**src/rtl/mmu_perm_pkg.sv**
```systemverilog
package mmu_perm_pkg;

  typedef enum logic [1:0] {
    KIND_SECTION = 2'b00,
    KIND_SMALL   = 2'b01,
    KIND_LARGE   = 2'b10
  } descKind_e;

  localparam logic [3:0] FC_VECTOR     = 4'b0000;
  localparam logic [3:0] FC_ALIGN      = 4'b0001;
  localparam logic [3:0] FC_L1_EXT     = 4'b1100;
  localparam logic [3:0] FC_L2_EXT     = 4'b1110;
  localparam logic [3:0] FC_SEC_XLATE  = 4'b0101;
  localparam logic [3:0] FC_PAGE_XLATE = 4'b0111;
  localparam logic [3:0] FC_SEC_DOM    = 4'b1001;
  localparam logic [3:0] FC_PAGE_DOM   = 4'b1011;
  localparam logic [3:0] FC_SEC_PERM   = 4'b1101;
  localparam logic [3:0] FC_PAGE_PERM  = 4'b1111;
  localparam logic [3:0] FC_SEC_EXT    = 4'b1000;
  localparam logic [3:0] FC_PAGE_EXT   = 4'b1010;

  // condition flags produced by the datapath
  typedef struct packed {
    logic vecZone;
    logic misaligned;
    logic domDeny;
    logic domManager;
    logic permDeny;
  } accessFlags_t;

  // strobes from control to datapath
  typedef struct packed {
    logic       abort;
    logic       capture;
    logic       domValid;
    logic [3:0] code;
  } faultStrobe_t;

  function automatic logic apAllows(input logic [1:0] ap, input logic sBit,
                                    input logic rBit, input logic user,
                                    input logic write);
    logic ok;
    unique case (ap)
      2'b11: ok = 1'b1;
      2'b10: ok = !(user && write);
      2'b01: ok = !user;
      default: begin
        if (sBit && !rBit)      ok = !user && !write;
        else if (rBit && !sBit) ok = !write;
        else                    ok = 1'b0;
      end
    endcase
    return ok;
  endfunction

endpackage

```
**src/rtl/mmu_perm_dpath.sv**
```systemverilog
module mmu_perm_dpath
  import mmu_perm_pkg::*;
#(
  parameter int ADDR_W     = 32,
  parameter int DOM_FIELDS = 16,
  parameter int VEC_BYTES  = 32
) (
  input  logic                    clk,
  input  logic                    rstN,
  input  logic [ADDR_W-1:0]       vaddr,
  input  logic                    isWrite,
  input  logic                    userMode,
  input  logic                    ctlS,
  input  logic                    ctlR,
  input  logic [2*DOM_FIELDS-1:0] domainAccess,
  input  logic [1:0]              descKind,
  input  logic [$clog2(DOM_FIELDS)-1:0] domainNum,
  input  logic [1:0]              apSection,
  input  logic [7:0]              apPage,
  input  faultStrobe_t            strobe,
  output accessFlags_t            flags,
  output logic [$clog2(DOM_FIELDS)-1:0] faultDomain,
  output logic [3:0]              fsrCode,
  output logic [$clog2(DOM_FIELDS)-1:0] fsrDomain,
  output logic [ADDR_W-1:0]       farAddr
);
  localparam int DOM_W    = $clog2(DOM_FIELDS);
  localparam int VEC_BITS = $clog2(VEC_BYTES);
  localparam int QUARTERS = 4;

  logic [1:0]          domField;
  logic [QUARTERS-1:0] quarterOk;
  logic [1:0]          quarterSel;
  logic                sectionOk;
  logic                pageOk;
  logic                isPage;

  assign domField = domainAccess[{domainNum, 1'b0} +: 2];
  assign isPage   = (descKind != KIND_SECTION);

  generate
    for (genvar q = 0; q < QUARTERS; q++) begin : g_quarter
      assign quarterOk[q] = apAllows(apPage[2*q +: 2], ctlS, ctlR, userMode, isWrite);
    end
  endgenerate

  assign quarterSel = (descKind == KIND_LARGE) ? vaddr[15:14] : vaddr[11:10];
  assign sectionOk  = apAllows(apSection, ctlS, ctlR, userMode, isWrite);
  assign pageOk     = quarterOk[quarterSel];

  always_comb begin
    flags.vecZone    = (vaddr[ADDR_W-1:VEC_BITS] == '0);
    flags.misaligned = (vaddr[1:0] != 2'b00);
    flags.domDeny    = !domField[0];
    flags.domManager = (domField == 2'b11);
    flags.permDeny   = isPage ? !pageOk : !sectionOk;
  end

  assign faultDomain = strobe.domValid ? domainNum : '0;

  always_ff @(posedge clk) begin
    if (!rstN) begin
      fsrCode   <= '0;
      fsrDomain <= '0;
      farAddr   <= '0;
    end else if (strobe.capture) begin
      fsrCode   <= strobe.code;
      fsrDomain <= faultDomain;
      farAddr   <= vaddr;
    end
  end

  logic unusedDom;
  assign unusedDom = ^{DOM_W{1'b0}};

endmodule

```
**src/rtl/mmu_perm_ctrl.sv**
```systemverilog
module mmu_perm_ctrl
  import mmu_perm_pkg::*;
(
  input  logic         accValid,
  input  logic         isData,
  input  logic         isWord,
  input  logic         mode26,
  input  logic         ctlM,
  input  logic         ctlA,
  input  logic [1:0]   descKind,
  input  logic         l1ExtAbort,
  input  logic         l2ExtAbort,
  input  logic         l1Invalid,
  input  logic         l2Invalid,
  input  logic         dataExtAbort,
  input  accessFlags_t flags,
  output faultStrobe_t strobe
);
  logic       found;
  logic       domValid;
  logic [3:0] code;
  logic       isPage;

  assign isPage = (descKind != KIND_SECTION);

  always_comb begin
    found    = 1'b1;
    domValid = 1'b0;
    code     = FC_VECTOR;
    if (isData && mode26 && flags.vecZone) begin
      code = FC_VECTOR;
    end else if (ctlA && isData && isWord && flags.misaligned) begin
      code = FC_ALIGN;
    end else if (!ctlM) begin
      found = 1'b0;
    end else if (l1ExtAbort) begin
      code = FC_L1_EXT;
    end else if (isPage && l2ExtAbort) begin
      code = FC_L2_EXT;  domValid = 1'b1;
    end else if (l1Invalid) begin
      code = FC_SEC_XLATE;
    end else if (isPage && l2Invalid) begin
      code = FC_PAGE_XLATE;  domValid = 1'b1;
    end else if (flags.domDeny) begin
      code = isPage ? FC_PAGE_DOM : FC_SEC_DOM;  domValid = 1'b1;
    end else if (!flags.domManager && flags.permDeny) begin
      code = isPage ? FC_PAGE_PERM : FC_SEC_PERM;  domValid = 1'b1;
    end else if (dataExtAbort) begin
      code = isPage ? FC_PAGE_EXT : FC_SEC_EXT;  domValid = 1'b1;
    end else begin
      found = 1'b0;
    end
  end

  always_comb begin
    strobe.abort    = accValid && found;
    strobe.capture  = accValid && found && isData;
    strobe.domValid = accValid && found && domValid;
    strobe.code     = (accValid && found) ? code : 4'b0000;
  end

endmodule

```
**src/rtl/mmu_perm_guard.sv**
```systemverilog
module mmu_perm_guard
  import mmu_perm_pkg::*;
#(
  parameter int ADDR_W     = 32,
  parameter int DOM_FIELDS = 16,
  parameter int VEC_BYTES  = 32,
  localparam int DOM_W     = $clog2(DOM_FIELDS)
) (
  input  logic                    clk,
  input  logic                    rstN,
  input  logic                    accValid,
  input  logic [ADDR_W-1:0]       vaddr,
  input  logic                    isData,
  input  logic                    isWrite,
  input  logic                    isWord,
  input  logic                    userMode,
  input  logic                    mode26,
  input  logic                    ctlM,
  input  logic                    ctlA,
  input  logic                    ctlS,
  input  logic                    ctlR,
  input  logic [2*DOM_FIELDS-1:0] domainAccess,
  input  logic [1:0]              descKind,
  input  logic [DOM_W-1:0]        domainNum,
  input  logic [1:0]              apSection,
  input  logic [7:0]              apPage,
  input  logic                    l1ExtAbort,
  input  logic                    l2ExtAbort,
  input  logic                    l1Invalid,
  input  logic                    l2Invalid,
  input  logic                    dataExtAbort,
  output logic                    abortOut,
  output logic [3:0]              faultCode,
  output logic [DOM_W-1:0]        faultDomain,
  output logic [3:0]              fsrCode,
  output logic [DOM_W-1:0]        fsrDomain,
  output logic [ADDR_W-1:0]       farAddr
);
  accessFlags_t flags;
  faultStrobe_t strobe;

  mmu_perm_ctrl i_ctrl (
    .accValid(accValid), .isData(isData), .isWord(isWord), .mode26(mode26),
    .ctlM(ctlM), .ctlA(ctlA), .descKind(descKind),
    .l1ExtAbort(l1ExtAbort), .l2ExtAbort(l2ExtAbort),
    .l1Invalid(l1Invalid), .l2Invalid(l2Invalid), .dataExtAbort(dataExtAbort),
    .flags(flags), .strobe(strobe)
  );

  mmu_perm_dpath #(.ADDR_W(ADDR_W), .DOM_FIELDS(DOM_FIELDS), .VEC_BYTES(VEC_BYTES)) i_dpath (
    .clk(clk), .rstN(rstN), .vaddr(vaddr), .isWrite(isWrite), .userMode(userMode),
    .ctlS(ctlS), .ctlR(ctlR), .domainAccess(domainAccess), .descKind(descKind),
    .domainNum(domainNum), .apSection(apSection), .apPage(apPage),
    .strobe(strobe), .flags(flags), .faultDomain(faultDomain),
    .fsrCode(fsrCode), .fsrDomain(fsrDomain), .farAddr(farAddr)
  );

  assign abortOut  = strobe.abort;
  assign faultCode = strobe.code;

endmodule

```
**config.mk**
```make
export PLATFORM = sky130hd
export DESIGN_NAME = mmu_perm_guard
export DESIGN_NICKNAME = d
export VERILOG_FILES = /design/src/rtl/mmu_perm_pkg.sv /design/src/rtl/mmu_perm_dpath.sv /design/src/rtl/mmu_perm_ctrl.sv /design/src/rtl/mmu_perm_guard.sv
export SDC_FILE = /design/constraint.sdc
export NUM_CORES = 1
export LEC_CHECK = 0
export BUFFER_PORTS_ARGS = -buffer_cell sky130_fd_sc_hd__buf_4
export CAP_MARGIN = 20
export CORE_AREA = 4 4 81 83
export DETAILED_ROUTE_END_ITERATION = 7
export DIE_AREA = 0 0 85 87
export PLACE_DENSITY = 0.78
export SLEW_MARGIN = 20
export SYNTH_ARGS = -nofsm -noshare
export SYNTH_HDL_FRONTEND = slang
export SYNTH_SLANG_ARGS = --single-unit
```
**constraint.sdc**
```tcl
create_clock -name clk -period 3.62 [get_ports clk]
set_clock_uncertainty 0.2 [all_clocks]
set_input_delay 0.543 -clock clk [delete_from_list [all_inputs] [get_ports clk]]
set_output_delay 0.543 -clock clk [all_outputs]
set_load 0.03 [all_outputs]
```
# Yosys cells after proc, flatten, opt, wreduce, memory -nomap -nowiden
# Cells that the tools add are included.
classes:
  shifts: 1
  n_reduce_logical: 26
  mux: 42
  eq_ne: 17
  magnitude_cmp: 1
ops:
  columns: ["cell", "n"]
  rows:
  - ["$mux 4", 12]
  - ["$shiftx 32x6->2", 1]
  - ["$logic_not 27->1", 1]
  - ["$eq 2x2->1 const B", 12]
  - ["$mux 1", 20]
  - ["$logic_and 1x1->1", 15]
  - ["$pmux 1 s3", 5]
  - ["$eq 2x1->1 const B", 5]
  - ["$logic_not 1->1", 8]
  - ["$mux 2", 4]
  - ["$reduce_bool 2->1", 2]
  - ["$lt 2x3->1 const B", 1]
  - ["$bmux 1 s2", 1]
word_totals:
  word_cells: 90
  output_inout_bits: 49
  register_bits: 40
  in_bits: 97

# Logic depth before layout (Yosys ltp)
logic_depth:
  word_depth: 22
  ltp_mapped: 10
  mapped_depth_nobuf: 7

# Modules after synthesis
# A second synthesis with hierarchy kept.
unflattened:
  hier_cells: 224
  hier_area_um2: 2249.7
by_module_without_submodules:
  columns: ["module", "area_per_inst_um2", "cells_each", "n_inst"]
  rows:
  - ["mmu_perm_dpath", 2088.3, 195, 1]
  - ["mmu_perm_ctrl", 161.4, 29, 1]

# Worst setup path after synthesis
# OpenSTA, ideal clock, no wires.
synth_timing:
  path_kind: "input to output"
  startpoint: "in domainNum[0]"
  endpoint: "out faultDomain[0]"
  arrival_time_ns: 2.464
  path_buffers: 1
  required_time_ns: 2.877
  path_slack_ns: 0.413
  path_stages: 7
  cell_sequence: "buf_6 mux4_2 o211ai_1 o211ai_1 o31ai_2 o21ai_2 nor2_1"
synth_between:
  elab_chain_cells: 16
  word_cells_on_any_way: 22
  cone_classes: "eq/ne (1); shift (1); mux (16); reduce/logical (4)"
synth_rtl:
  columns: ["item", "line", "source"]
  rows:
  - ["start, declared", "mmu_perm_guard.sv:24", "input logic [DOM_W-1:0] domainNum,"]
  - ["$shiftx 32x6->2", "mmu_perm_dpath.sv:38", "assign domField = domainAccess[{domainNum, 1'b0} +: 2];"]
  - ["$eq 2x2->1", "mmu_perm_dpath.sv:55", "flags.domManager = (domField == 2'b11);"]
  - ["$logic_not 1->1", "mmu_perm_ctrl.sv:46", "end else if (!flags.domManager && flags.permDeny) begin"]
  - ["$logic_and 1x1->1", "mmu_perm_ctrl.sv:46", null]
  - ["$mux 1", "mmu_perm_ctrl.sv:46", null]
  - ["$mux 1", "mmu_perm_ctrl.sv:44", "end else if (flags.domDeny) begin"]
  - ["$mux 1", "mmu_perm_ctrl.sv:42", "end else if (isPage && l2Invalid) begin"]
  - ["$mux 1", "mmu_perm_ctrl.sv:40", "end else if (l1Invalid) begin"]
  - ["$mux 1", "mmu_perm_ctrl.sv:38", "end else if (isPage && l2ExtAbort) begin"]
  - ["$mux 1", "mmu_perm_ctrl.sv:36", "end else if (l1ExtAbort) begin"]
  - ["$mux 1", "mmu_perm_ctrl.sv:34", "end else if (!ctlM) begin"]
  - ["$mux 1", "mmu_perm_ctrl.sv:32", "end else if (ctlA && isData && isWord && flags.misaligned) begin"]
  - ["$mux 1", "mmu_perm_ctrl.sv:30", "if (isData && mode26 && flags.vecZone) begin"]
  - ["$logic_and 1x1->1 (2 in series)", "mmu_perm_ctrl.sv:58", "strobe.domValid = accValid && found && domValid;"]
  - ["$mux 4 (*)", "mmu_perm_dpath.sv:59", "assign faultDomain = strobe.domValid ? domainNum : '0;"]
  - ["end, declared", "mmu_perm_guard.sv:34", "output logic [DOM_W-1:0] faultDomain,"]
# Mark *: on every way between the ends. The rest lies on a longest branch, timed or not.

# Final worst setup path
layout_timing:
  startpoint: "in domainNum[0]"
  endpoint: "out faultDomain[3]"
layout_between:
  elab_chain_cells: 16
  word_cells_on_any_way: 22
  cone_classes: "eq/ne (1); shift (1); mux (16); reduce/logical (4)"
layout_rtl:
  columns: ["item", "line"]
  rows:
  - ["$shiftx 32x6->2 (*)", "mmu_perm_dpath.sv:38"]
  - ["$eq 2x2->1", "mmu_perm_dpath.sv:55"]
  - ["$logic_not 1->1", "mmu_perm_ctrl.sv:46"]
  - ["$logic_and 1x1->1", "mmu_perm_ctrl.sv:46"]
  - ["$mux 1", "mmu_perm_ctrl.sv:46"]
  - ["$mux 1 (*)", "mmu_perm_ctrl.sv:44"]
  - ["$mux 1 (*)", "mmu_perm_ctrl.sv:42"]
  - ["$mux 1", "mmu_perm_ctrl.sv:40"]
  - ["$mux 1", "mmu_perm_ctrl.sv:38"]
  - ["$mux 1", "mmu_perm_ctrl.sv:36"]
  - ["$mux 1", "mmu_perm_ctrl.sv:34"]
  - ["$mux 1", "mmu_perm_ctrl.sv:32"]
  - ["$mux 1", "mmu_perm_ctrl.sv:30"]
  - ["$logic_and 1x1->1", "mmu_perm_ctrl.sv:58"]
  - ["$logic_and 1x1->1 (*)", "mmu_perm_ctrl.sv:58"]
  - ["$mux 4 (*)", "mmu_perm_dpath.sv:59"]
# Marks and branches as above.

==> impl_metrics.json <==
{
  "reg2reg_from": "i_dpath.fsrDomain[1]$_SDFFE_PN0P_",
  "synth_area_leader_cell": "dfxtp_1",
  "drtIter0Drc": 65,
  "synth_ff_type": "dfxtp_1",
  "antenna_found_initial": 0,
  "drive_above_1_share_pct": 39.4,
  "async_flop_share_pct": 0,
  "tritoncts": "done",
  "reg2reg_slack_ns": 2.78,
  "synth_warnings": 0,
  "synth_cell_type_count": 46,
  "rows": 28,
  "drtPass1Iterations": 5,
  "hold_slack_ns": 0.258,
  "grt_use_total_pct": 19.5,
  "power.density_nw_per_um2": 337,
  "clock_latency_ns": 0.28,
  "slew_viol_final": 0,
  "cp.arrival_ns": 2.56,
  "fin_nets": 529,
  "syn-cell-area_um2": 2480,
  "root_buffer": "clkbuf_8",
  "antenna_cells": 0,
  "ant_nets": 0,
  "seq_area_frac_synth_pct": 32.3,
  "fmax_mhz": 302,
  "globalplace.congestion": 0.807,
  "pin_count": 146,
  "vias_per_cell": 5.15,
  "dp_hpwl_um": 6160,
  "grt_pass1_wl_um": 11700,
  "r2r-end": "i_dpath.fsrDomain[1]$_SDFFE_PN0P_",
  "die_w_um": 85,
  "startpoint": "domainNum[0]",
  "synthCells": 298,
  "clock-sinks": 40,
  "die_h_um": 87,
  "grt_pass1_vias": 2610,
  "cts.repair.resized": 0,
  "die-area_um2": 7400,
  "io_buffers": 145,
  "cts-hold-fix-buffers": 0,
  "cts.clk_slew.worst_paths_ns": 0.08,
  "wl_per_cell_um": 14.6,
  "slew_headroom_pct": 52.7,
  "setup-tns-final_ns": 0,
  "yosysTopAreaCellShare_pct": 32.3,
  "path_class": "in2out",
  "status": "complete, no violations",
  "grt_setup_unrepaired": "false",
  "power.leakage_nw": 1.66,
  "hold_viol_final": 0,
  "hold_class": "reg2reg",
  "start_util_pct": 42.4,
  "period_share_pct": 91.3,
  "syn_to_final_growth_pct": 47.0,
  "via_count": 2610,
  "cts.path.max_buffers": 2,
  "syn_avg_cell_area_um2": 8.33,
  "worstRegToRegCells": 2,
  "ir_worst_vdd_v": 0.000179,
  "cap_viol_max_count": 0,
  "grt_max_degree": 80,
  "crit_path_end_kind": "output port",
  "drt-total-wl_um": 7420,
  "max_slew.worst_pin.slew_ns": 0.710,
  "finalCriticalPeriod_ns": 3.31,
  "grt_overflow": 0,
  "drc": 0,
  "startpoint_type": "input pin",
  "endpoint": "faultDomain[3]",
  "ys_ff_latch": 40,
  "crit_path_max_fanout": 10,
  "yosys-top-cells-area": "dfxtp_1, mux2i_1, nand2_1, mux4_2, nor2_1",
  "post_cts_buffers": 0,
  "setup_violations": 0,
  "required_ns": 2.88,
  "cts_made_buffers": 5,
  "cts_max_level": 2,
  "fillers": 548,
  "syn_nets": 395,
  "core_um2": 5850,
  "synth_edf_count": 0
}
[through the flow]
step / utilization (%) / area (µm²) / total power, W / setup slack (ns) / cells
2_1_floorplan: - / 2480 / 0.000674 / 0.413 / 298
3_3_place_gp: 60.2 / 3520 / 0.000811 / 0.355 / 500
3_5_place_dp: 60.2 / 3520 / 0.000818 / 0.307 / 500
4_1_cts: 62.4 / 3650 / 0.00124 / 0.294 / 507
5_1_grt: 62.4 / 3650 / 0.00129 / 0.0705 / 507
6_report: 62.4 / 3650 / 0.00123 / 0.314 / 507
[worst max-delay path, cell delays in order]
cell      delay [ns]
buf_4           0.18
mux4_2          0.51
o211ai_1        0.17
o211ai_1        0.16
o31ai_2         0.42
o21ai_2         0.23
nor2_1          0.16
buf_4           0.18
[cell type report]
| class | count | area [µm²] | share of cell area [%] |
|---|---|---|---|
| timing repair buffer | 148 | 1110 | 30.5 |
| multi-input combinational | 225 | 1470 | 40.3 |
| clock buffer | 5 | 68.8 | 1.89 |
| sequential | 40 | 801 | 21.9 |
| clock inverter | 2 | 60.1 | 1.65 |
| inverter | 12 | 45.0 | 1.23 |
| tap | 75 | 93.8 | 2.57 |
[where the power goes]
group / switching [W] / leakage, nW / internal (W)
clock network: 0.000151 / 0.0642 / 0.000271
registers: 0.0000103 / 0.326 / 0.000460
logic: 0.000172 / 1.27 / 0.000163
total: 0.000334 / 1.66 / 0.000895
[state kept, by name, summed over array words and instances (netlist names)]
name,flops
i_dpath.fsrCode,4
i_dpath.farAddr,32
i_dpath.fsrDomain,4
[cell usage in the layout, fill, tap and decap left out, types with 3 or more instances in the layout]
| master | synthesis | routed |
|---|---|---|
| o211ai_1 | 3 | 3 |
| dfxtp_1 | 40 | 40 |
| o21ai_0 | 6 | 6 |
| a21oi_1 | 8 | 8 |
| nand3b_1 | 4 | 4 |
| nor3_1 | 5 | 5 |
| clkbuf_8 | 0 | 5 |
| o22ai_1 | 7 | 7 |
| nor3b_1 | 3 | 3 |
| nor4_1 | 5 | 5 |
| or3_1 | 4 | 4 |
| nor2_1 | 17 | 17 |
| mux2i_1 | 38 | 38 |
| buf_4 | 4 | 148 |
| nand3_1 | 6 | 6 |
| nand2_1 | 81 | 81 |
| mux4_2 | 7 | 7 |
| inv_1 | 12 | 12 |
[cell usage after synthesis (2+ instances only)]
master and count:
nor3_1 5, nor4_1 5, dfxtp_1 40, a32o_1 2, o22ai_1 7, mux4_2 7, nand3b_1 4, buf_6 3
o211ai_1 3, mux2i_1 38, buf_12 3, or3_1 4, nand4_1 2, o21ai_0 6, nand2_1 81, buf_4 4
a21oi_1 8, o32ai_1 2, nor2_1 17, clkbuf_1 10, a22o_1 2, inv_1 12, o311ai_0 2, nand3_1 6
nor3b_1 3, nand2b_1 2
[cell families (layout without fill, tap and decap cells)]
logic type	Yosys count	count (layout)	synth area share [%]
simple gates	135	135	24.4
mux	46	46	22.1
compound gates	44	44	12.7
flops	40	40	32.3
buf+inv	33	167	8.52
[routing by layer]
metal | wire (µm) | up-vias | track usage (%)
li1 | - | 1313 | -
met1 | 2740 | 1173 | 20.8
met2 | 3840 | 116 | 36.2
met3 | 750 | 8 | 6.43
met4 | 90 | 0 | 6.04
met5 | 0 | - | 0
[worst min-delay path by stage]
stage	endpoint	start	cells after the start	slack, ns
after floorplan	i_dpath.farAddr[17]$_SDFFE_PN0P_	i_dpath.farAddr[17]$_SDFFE_PN0P_	2	0.38
after global placement	i_dpath.farAddr[8]$_SDFFE_PN0P_	i_dpath.farAddr[8]$_SDFFE_PN0P_	2	0.24
after detailed placement	i_dpath.fsrCode[0]$_SDFFE_PN0P_	i_dpath.fsrCode[0]$_SDFFE_PN0P_	2	0.25
after CTS	i_dpath.farAddr[26]$_SDFFE_PN0P_	i_dpath.farAddr[26]$_SDFFE_PN0P_	2	0.26
after global routing	i_dpath.farAddr[10]$_SDFFE_PN0P_	i_dpath.farAddr[10]$_SDFFE_PN0P_	2	0.27
final	i_dpath.farAddr[10]$_SDFFE_PN0P_	i_dpath.farAddr[10]$_SDFFE_PN0P_	2	0.26
No activity file was read; power rests on OpenSTA's default activity.
